===== config.mk =====
export PLATFORM = sky130hd
export DESIGN_NAME = ddr2_spacing_monitor
export DESIGN_NICKNAME = d
export VERILOG_FILES = /design/src/rtl/ddr2_mon_pkg.sv /design/src/rtl/ddr2_cmd_decode.sv /design/src/rtl/ddr2_bank_timers.sv /design/src/rtl/ddr2_global_timers.sv /design/src/rtl/ddr2_cke_fsm.sv /design/src/rtl/ddr2_spacing_monitor.sv
export SDC_FILE = /design/constraint.sdc
export NUM_CORES = 1
export LEC_CHECK = 0
export ABC_AREA = 1
export BUFFER_PORTS_ARGS = -buffer_cell sky130_fd_sc_hd__buf_2
export CAP_MARGIN = 20
export CORE_ASPECT_RATIO = 0.8
export CORE_MARGIN = 1.5
export CORE_UTILIZATION = 35
export DETAILED_ROUTE_END_ITERATION = 10
export SYNTH_ARGS = -nofsm -noshare
export SYNTH_HDL_FRONTEND = slang
export SYNTH_HIERARCHICAL = 1
export SYNTH_SLANG_ARGS = --single-unit

===== constraint.sdc =====
create_clock -name clk -period 1.3 [get_ports clk]
set_input_delay 0.195 -clock clk [delete_from_list [all_inputs] [get_ports clk]]
set_output_delay 0.195 -clock clk [all_outputs]
set_load 0.01 [all_outputs]

===== src/rtl/ddr2_mon_pkg.sv =====
package ddr2_mon_pkg;

    typedef enum logic [2:0] {
        CMD_NONE,
        CMD_MRS,
        CMD_REF,
        CMD_PRE,
        CMD_ACT,
        CMD_WR,
        CMD_RD
    } cmd_e;

    typedef enum logic [2:0] {
        CK_INIT,
        CK_LOW_HOLD,
        CK_LOW_FREE,
        CK_HIGH_HOLD,
        CK_HIGH_FREE
    } cke_st_e;

    localparam int RULE_RP    = 0;
    localparam int RULE_CCD   = 1;
    localparam int RULE_WTR   = 2;
    localparam int RULE_MRD   = 3;
    localparam int RULE_CKE   = 4;
    localparam int RULE_DAL   = 5;
    localparam int NUM_RULES  = 6;

    function automatic int ceil_div(input int num, input int den);
        return (num + den - 1) / den;
    endfunction

    function automatic int max2(input int a, input int b);
        return (a > b) ? a : b;
    endfunction

endpackage


===== src/rtl/ddr2_cmd_decode.sv =====
module ddr2_cmd_decode
    import ddr2_mon_pkg::*;
(
    input  logic cke,
    input  logic cs_n,
    input  logic ras_n,
    input  logic cas_n,
    input  logic we_n,
    output cmd_e cmd
);

    always_comb begin
        cmd = CMD_NONE;
        if (cke && !cs_n) begin
            unique case ({ras_n, cas_n, we_n})
                3'b000:  cmd = CMD_MRS;
                3'b001:  cmd = CMD_REF;
                3'b010:  cmd = CMD_PRE;
                3'b011:  cmd = CMD_ACT;
                3'b100:  cmd = CMD_WR;
                3'b101:  cmd = CMD_RD;
                default: cmd = CMD_NONE;
            endcase
        end
    end

endmodule


===== src/rtl/ddr2_bank_timers.sv =====
module ddr2_bank_timers
    import ddr2_mon_pkg::*;
#(
    parameter int NUM_BANKS = 4,
    parameter int BA_W      = 2,
    parameter int CW        = 4,
    parameter int RP_CYC    = 5,
    parameter int DAL_CYC   = 8
) (
    input  logic            clk,
    input  logic            rst_n,
    input  cmd_e            cmd,
    input  logic [BA_W-1:0] ba,
    input  logic            ap,
    output logic            rp_hit,
    output logic            dal_hit
);

    localparam logic [CW-1:0] RP_LOAD  = CW'(RP_CYC - 1);
    localparam logic [CW-1:0] DAL_LOAD = CW'(DAL_CYC - 1);

    logic [NUM_BANKS-1:0] rp_vec;
    logic [NUM_BANKS-1:0] dal_vec;

    for (genvar gi = 0; gi < NUM_BANKS; gi++) begin : g_bank
        logic [CW-1:0] rp_cnt;
        logic [CW-1:0] dal_cnt;
        logic          sel;

        assign sel = (ba == BA_W'(gi));

        always_ff @(posedge clk) begin
            if (!rst_n) begin
                rp_cnt <= '0;
            end else if (cmd == CMD_PRE && (sel || ap)) begin
                rp_cnt <= RP_LOAD;
            end else if (rp_cnt != '0) begin
                rp_cnt <= rp_cnt - 1'b1;
            end
        end

        always_ff @(posedge clk) begin
            if (!rst_n) begin
                dal_cnt <= '0;
            end else if (cmd == CMD_WR && sel && ap) begin
                dal_cnt <= DAL_LOAD;
            end else if (dal_cnt != '0) begin
                dal_cnt <= dal_cnt - 1'b1;
            end
        end

        assign rp_vec[gi]  = (cmd == CMD_ACT) && sel && (rp_cnt != '0);
        assign dal_vec[gi] = (cmd == CMD_ACT) && sel && (dal_cnt != '0);
    end

    assign rp_hit  = |rp_vec;
    assign dal_hit = |dal_vec;

endmodule


===== src/rtl/ddr2_global_timers.sv =====
module ddr2_global_timers
    import ddr2_mon_pkg::*;
#(
    parameter int CW      = 4,
    parameter int CCD_CYC = 2,
    parameter int WTR_CYC = 3,
    parameter int MRD_CYC = 2
) (
    input  logic clk,
    input  logic rst_n,
    input  cmd_e cmd,
    output logic ccd_hit,
    output logic wtr_hit,
    output logic mrd_hit
);

    localparam logic [CW-1:0] CCD_LOAD = CW'(CCD_CYC - 1);
    localparam logic [CW-1:0] WTR_LOAD = CW'(WTR_CYC - 1);
    localparam logic [CW-1:0] MRD_LOAD = CW'(MRD_CYC - 1);

    logic [CW-1:0] ccd_cnt;
    logic [CW-1:0] wtr_cnt;
    logic [CW-1:0] mrd_cnt;
    logic          is_col;

    assign is_col = (cmd == CMD_WR) || (cmd == CMD_RD);

    always_ff @(posedge clk) begin
        if (!rst_n) begin
            ccd_cnt <= '0;
        end else if (is_col) begin
            ccd_cnt <= CCD_LOAD;
        end else if (ccd_cnt != '0) begin
            ccd_cnt <= ccd_cnt - 1'b1;
        end
    end

    always_ff @(posedge clk) begin
        if (!rst_n) begin
            wtr_cnt <= '0;
        end else if (cmd == CMD_WR) begin
            wtr_cnt <= WTR_LOAD;
        end else if (wtr_cnt != '0) begin
            wtr_cnt <= wtr_cnt - 1'b1;
        end
    end

    always_ff @(posedge clk) begin
        if (!rst_n) begin
            mrd_cnt <= '0;
        end else if (cmd == CMD_MRS) begin
            mrd_cnt <= MRD_LOAD;
        end else if (mrd_cnt != '0) begin
            mrd_cnt <= mrd_cnt - 1'b1;
        end
    end

    assign ccd_hit = is_col && (ccd_cnt != '0);
    assign wtr_hit = (cmd == CMD_RD) && (wtr_cnt != '0);
    assign mrd_hit = (cmd != CMD_NONE) && (mrd_cnt != '0);

endmodule


===== src/rtl/ddr2_cke_fsm.sv =====
module ddr2_cke_fsm
    import ddr2_mon_pkg::*;
#(
    parameter int MIN_CYC = 3
) (
    input  logic clk,
    input  logic rst_n,
    input  logic cke,
    output logic cke_hit
);

    localparam int            HW       = $clog2(MIN_CYC + 1);
    localparam logic [HW-1:0] HOLD_END = HW'(MIN_CYC - 1);

    cke_st_e       state, state_nxt;
    logic [HW-1:0] hold,  hold_nxt;

    always_ff @(posedge clk) begin
        if (!rst_n) begin
            state <= CK_INIT;
            hold  <= '0;
        end else begin
            state <= state_nxt;
            hold  <= hold_nxt;
        end
    end

    always_comb begin
        state_nxt = state;
        hold_nxt  = hold;
        cke_hit   = 1'b0;
        unique case (state)
            CK_INIT: begin
                state_nxt = cke ? CK_HIGH_FREE : CK_LOW_FREE;
            end
            CK_LOW_HOLD: begin
                if (cke) begin
                    cke_hit   = 1'b1;
                    state_nxt = CK_HIGH_HOLD;
                    hold_nxt  = HW'(1);
                end else if (hold == HOLD_END) begin
                    state_nxt = CK_LOW_FREE;
                end else begin
                    hold_nxt = hold + 1'b1;
                end
            end
            CK_LOW_FREE: begin
                if (cke) begin
                    state_nxt = CK_HIGH_HOLD;
                    hold_nxt  = HW'(1);
                end
            end
            CK_HIGH_HOLD: begin
                if (!cke) begin
                    cke_hit   = 1'b1;
                    state_nxt = CK_LOW_HOLD;
                    hold_nxt  = HW'(1);
                end else if (hold == HOLD_END) begin
                    state_nxt = CK_HIGH_FREE;
                end else begin
                    hold_nxt = hold + 1'b1;
                end
            end
            CK_HIGH_FREE: begin
                if (!cke) begin
                    state_nxt = CK_LOW_HOLD;
                    hold_nxt  = HW'(1);
                end
            end
            default: begin
                state_nxt = CK_INIT;
            end
        endcase
    end

endmodule


===== src/rtl/ddr2_spacing_monitor.sv =====
module ddr2_spacing_monitor
    import ddr2_mon_pkg::*;
#(
    parameter int NUM_BANKS    = 4,
    parameter int CK_PERIOD_PS = 3000,
    parameter int TRP_PS       = 15000,
    parameter int TWTR_PS      = 7500,
    parameter int WR_CYC       = 3,
    parameter int BA_W         = (NUM_BANKS > 1) ? $clog2(NUM_BANKS) : 1
) (
    input  logic                 clk,
    input  logic                 rst_n,
    input  logic                 cke,
    input  logic                 cs_n,
    input  logic                 ras_n,
    input  logic                 cas_n,
    input  logic                 we_n,
    input  logic [BA_W-1:0]      ba,
    input  logic                 ap,
    output logic [NUM_RULES-1:0] viol,
    output logic [NUM_RULES-1:0] err_sticky
);

    localparam int RP_CYC  = ceil_div(TRP_PS, CK_PERIOD_PS);
    localparam int WTR_CYC = max2(2, ceil_div(TWTR_PS, CK_PERIOD_PS));
    localparam int DAL_CYC = WR_CYC + RP_CYC;
    localparam int CCD_CYC = 2;
    localparam int MRD_CYC = 2;
    localparam int CKE_CYC = 3;
    localparam int CW      = $clog2(max2(max2(DAL_CYC, WTR_CYC), 2) + 1);

    if (CK_PERIOD_PS < 3000 || CK_PERIOD_PS > 8000) begin : g_bad_period
        $error("clock period %0d ps lies outside 3000..8000 ps", CK_PERIOD_PS);
    end

    cmd_e                 cmd;
    logic                 rp_hit, dal_hit, ccd_hit, wtr_hit, mrd_hit, cke_hit;
    logic [NUM_RULES-1:0] hits;

    ddr2_cmd_decode u_dec (
        .cke   (cke),
        .cs_n  (cs_n),
        .ras_n (ras_n),
        .cas_n (cas_n),
        .we_n  (we_n),
        .cmd   (cmd)
    );

    ddr2_bank_timers #(
        .NUM_BANKS (NUM_BANKS),
        .BA_W      (BA_W),
        .CW        (CW),
        .RP_CYC    (RP_CYC),
        .DAL_CYC   (DAL_CYC)
    ) u_bank (
        .clk     (clk),
        .rst_n   (rst_n),
        .cmd     (cmd),
        .ba      (ba),
        .ap      (ap),
        .rp_hit  (rp_hit),
        .dal_hit (dal_hit)
    );

    ddr2_global_timers #(
        .CW      (CW),
        .CCD_CYC (CCD_CYC),
        .WTR_CYC (WTR_CYC),
        .MRD_CYC (MRD_CYC)
    ) u_glob (
        .clk     (clk),
        .rst_n   (rst_n),
        .cmd     (cmd),
        .ccd_hit (ccd_hit),
        .wtr_hit (wtr_hit),
        .mrd_hit (mrd_hit)
    );

    ddr2_cke_fsm #(
        .MIN_CYC (CKE_CYC)
    ) u_cke (
        .clk     (clk),
        .rst_n   (rst_n),
        .cke     (cke),
        .cke_hit (cke_hit)
    );

    always_comb begin
        hits           = '0;
        hits[RULE_RP]  = rp_hit;
        hits[RULE_CCD] = ccd_hit;
        hits[RULE_WTR] = wtr_hit;
        hits[RULE_MRD] = mrd_hit;
        hits[RULE_CKE] = cke_hit;
        hits[RULE_DAL] = dal_hit;
    end

    always_ff @(posedge clk) begin
        if (!rst_n) begin
            viol       <= '0;
            err_sticky <= '0;
        end else begin
            viol       <= hits;
            err_sticky <= err_sticky | hits;
        end
    end

endmodule


==> summary.txt <==
Overall Global Routing Usage = 14.9%
initial core utilization = 36.3%
status = finished with violations
DR vias = 3041
CTS Root Cell = clkbuf_16
floorplan core area = 9150 um^2
slew margin rel. = 79.1%
layout cells sized above 1 = 23.6%
Final Skew = 0.00507 ns
VDD IR-drop max = 1.02 mV
Lkg Pwr = 2.23 nW
Layout Nets = 582
clock tree sinks = 61
Most used DFF post-synth = dfxtp_1
Post-Syn Area = 3320 um^2
HP Class = input port to flop
Die Ht = 90.2 um
Worst EP required = 1.52 ns
Area Overhead vs Synth = 26.5%
setup violators final = 0
P per Cell Area = 2490 nW/um^2
CP Max Fanout = 4
Hold Buf Count CTS = 0
syn_area_per_cell = 6.68 um^2
CP Data Arrival Time = 1.43 ns
EDFF count, synth = 0
largest net degree at the start of global routing = 14
worst slew pin tran = 0.314 ns
most frequent cells after synthesis = nand2_1 (127), inv_1 (96), dfxtp_1 (61)
synth warn = 6
sequential share of the synthesized area = 36.7%
setup total negative slack = 0 ns
drt pass-1 iters = 9
CP max stage delay = 0.32 ns
Synth area leader = dfxtp_1
Vias per Instance = 4.51
port bufs = 21
failing checks = DRC
first-pass GRT wire length = 12300 um
Die Span X = 112 um
DRT Wirelength = 6920 um
kind of critical path = flop to flop
DR WL/cell = 10.3 um
Placer Congestion = 0.813
hpwl dp = 5200 um
Setup crit start kind = flop
number of global-route vias before repair = 2916
crit path capture type = flop
Final Cycle Share = 93.5%
CTS tree = yes
CTS Buffer Depth = 2
clock-pin slew on the worst setup and hold paths = 0.05 ns
Starting DRT DRC Count = 78
Syn Inst Count = 498
flop and latch count out of synthesis = 61
# diodes = 0
DRC = 2
crit path cell chain = inv_2 > ha_4 > nand3_4 > inv_2 > nor2_1 > nor2_1 > nand2_1 > nand2_1 > nand2_1
worst skew pair latency = 0.32 ns
fraction of registers with async set or reset after synthesis = 0%
crit path time final = 1.22 ns
TritonCTS buffer count = 9
final hold vios = 0
initial antenna violation count = 0
Max Clock Freq = 0.823 GHz
H-tree depth = 3
count of cell types in the netlist = 25
Mapped Nets = 526
Die ar. = 10100 um^2
Hold WS = 0.245 ns
cell with the most instances after synthesis = nand2_1
Synth top area share = 36.7%
max cap viols = 0
grt ovf = 0
Crit-path slowest cell = dfxtp_1
IO Count = 22
top cells by area, synth = dfxtp_1 (37%), nand2_1 (14%), inv_1 (11%), nand3_1 (7.2%), ha_1 (6.8%)
Final ANT Viol Nets = 0
cell row count = 31
CP dominant cell by count = nand2_1
Final Max Slew Viols = 0
cell usage in the layout (no fill, tap or decap), drive strengths merged:
cell type,count
nand3b,1
o21ai,20
inv,100
ha,18
clkbuf,12
nand4,6
nand2,134
nor3,7
bufinv,2
clkinv,2
a21oi,15
xnor2,2
xor2,10
dfxtp,61
o31ai,1
a21boi,1
nand3,50
nor2,67
buf,50
metal layers:
| metal | global-route usage (%) | part of all wire [%] | vias to the layer above | routed length [um] |
|---|---|---|---|---|
| met3 | 4.32 | 3.3 | 8 | 226 |
| met2 | 25.4 | 47 | 31 | 3280 |
| met4 | 4.43 | 1.3 | 0 | 91 |
| met1 | 18.2 | 48 | 1359 | 3320 |
| met5 | 0 | 0 | - | 0 |
| li1 | - | - | 1643 | - |
critical path: cells and delay by family (launching register included):
family                   cells  cell delay, ns
AND/OR/NAND/NOR              6            0.47
buffers and inverters        2            0.17
flip-flops                   1            0.32
adder cells (fa/ha/maj)      1            0.16
kinds of logic (layout without fill, tap and decap cells):
logic type               Yosys count  in the layout  synth area share [%]
buffers and inverters            105            166                  12.4
AO/OA/AOI/OAI                     37             37                  5.95
AND/OR/NAND/NOR                  265            265                  35.0
adder cells (fa/ha/maj)           18             18                  6.77
flip-flops                        61             61                  36.7
XOR/XNOR                          12             12                  3.16
metrics by stage:
| step | cell area, um^2 | total power [mW] | worst slack, ns | cells | util, % |
|---|---|---|---|---|---|
| detailed placement | 3700 | 7.21 | -0.180 | 651 | 40.5 |
| global route | 4210 | 11.6 | -0.0150 | 674 | 45.9 |
| finish | 4210 | 10.5 | 0.0849 | 674 | 45.9 |
| global placement | 3700 | 7.05 | -0.181 | 651 | 40.5 |
| floorplan | 3330 | 6.16 | 0.0321 | 498 | - |
| CTS | 4050 | 9.92 | 0.00369 | 668 | 44.2 |
state kept, by name (all words and copies together), names as in the netlist:
signal / flops
u_glob/mrd_cnt: 4
err_sticky: 6
viol: 6
u_bank/g_bank.rp_cnt: 16
u_cke/state: 3
u_cke/hold: 2
u_glob/wtr_cnt: 4
u_glob/ccd_cnt: 4
u_bank/g_bank.dal_cnt: 16
power by group:
part | internal [mW] | switching (mW) | leakage, nW
Clock | 1.77 | 0.792 | 0.163
Combinational | 2.16 | 2.78 | 1.56
Sequential | 2.52 | 0.442 | 0.503
cell type report:
cell class	count	area (um^2)
sequential	61	1220
clock buffer	12	256
inverter	100	375
timing repair buffer	50	323
fill	935	4950
clock inverter	4	70.1
multi-input combinational	332	1810
tap	115	144
what timing repair did:
action	in CTS	in global routing
endpoints found under the setup margin	2	11
endpoints found under the hold margin	0	0
pin swaps	1	4
resized for setup	5	46
setup buffers	1	6
worst paths after layout:
kind | end | start | slack [ns] | cells after the start
max | err_sticky[0] | u_bank/g_bank[0].rp_cnt[0] | 0.08 | 9
min | u_cke/state[1] | rst_n | 0.24 | 3
max reg2reg | err_sticky[0] | u_bank/g_bank[0].rp_cnt[0] | 0.08 | 9
min reg2reg | err_sticky[4] | err_sticky[4] | 0.44 | 2
Note: power is estimated with default switching activity, not from simulation.
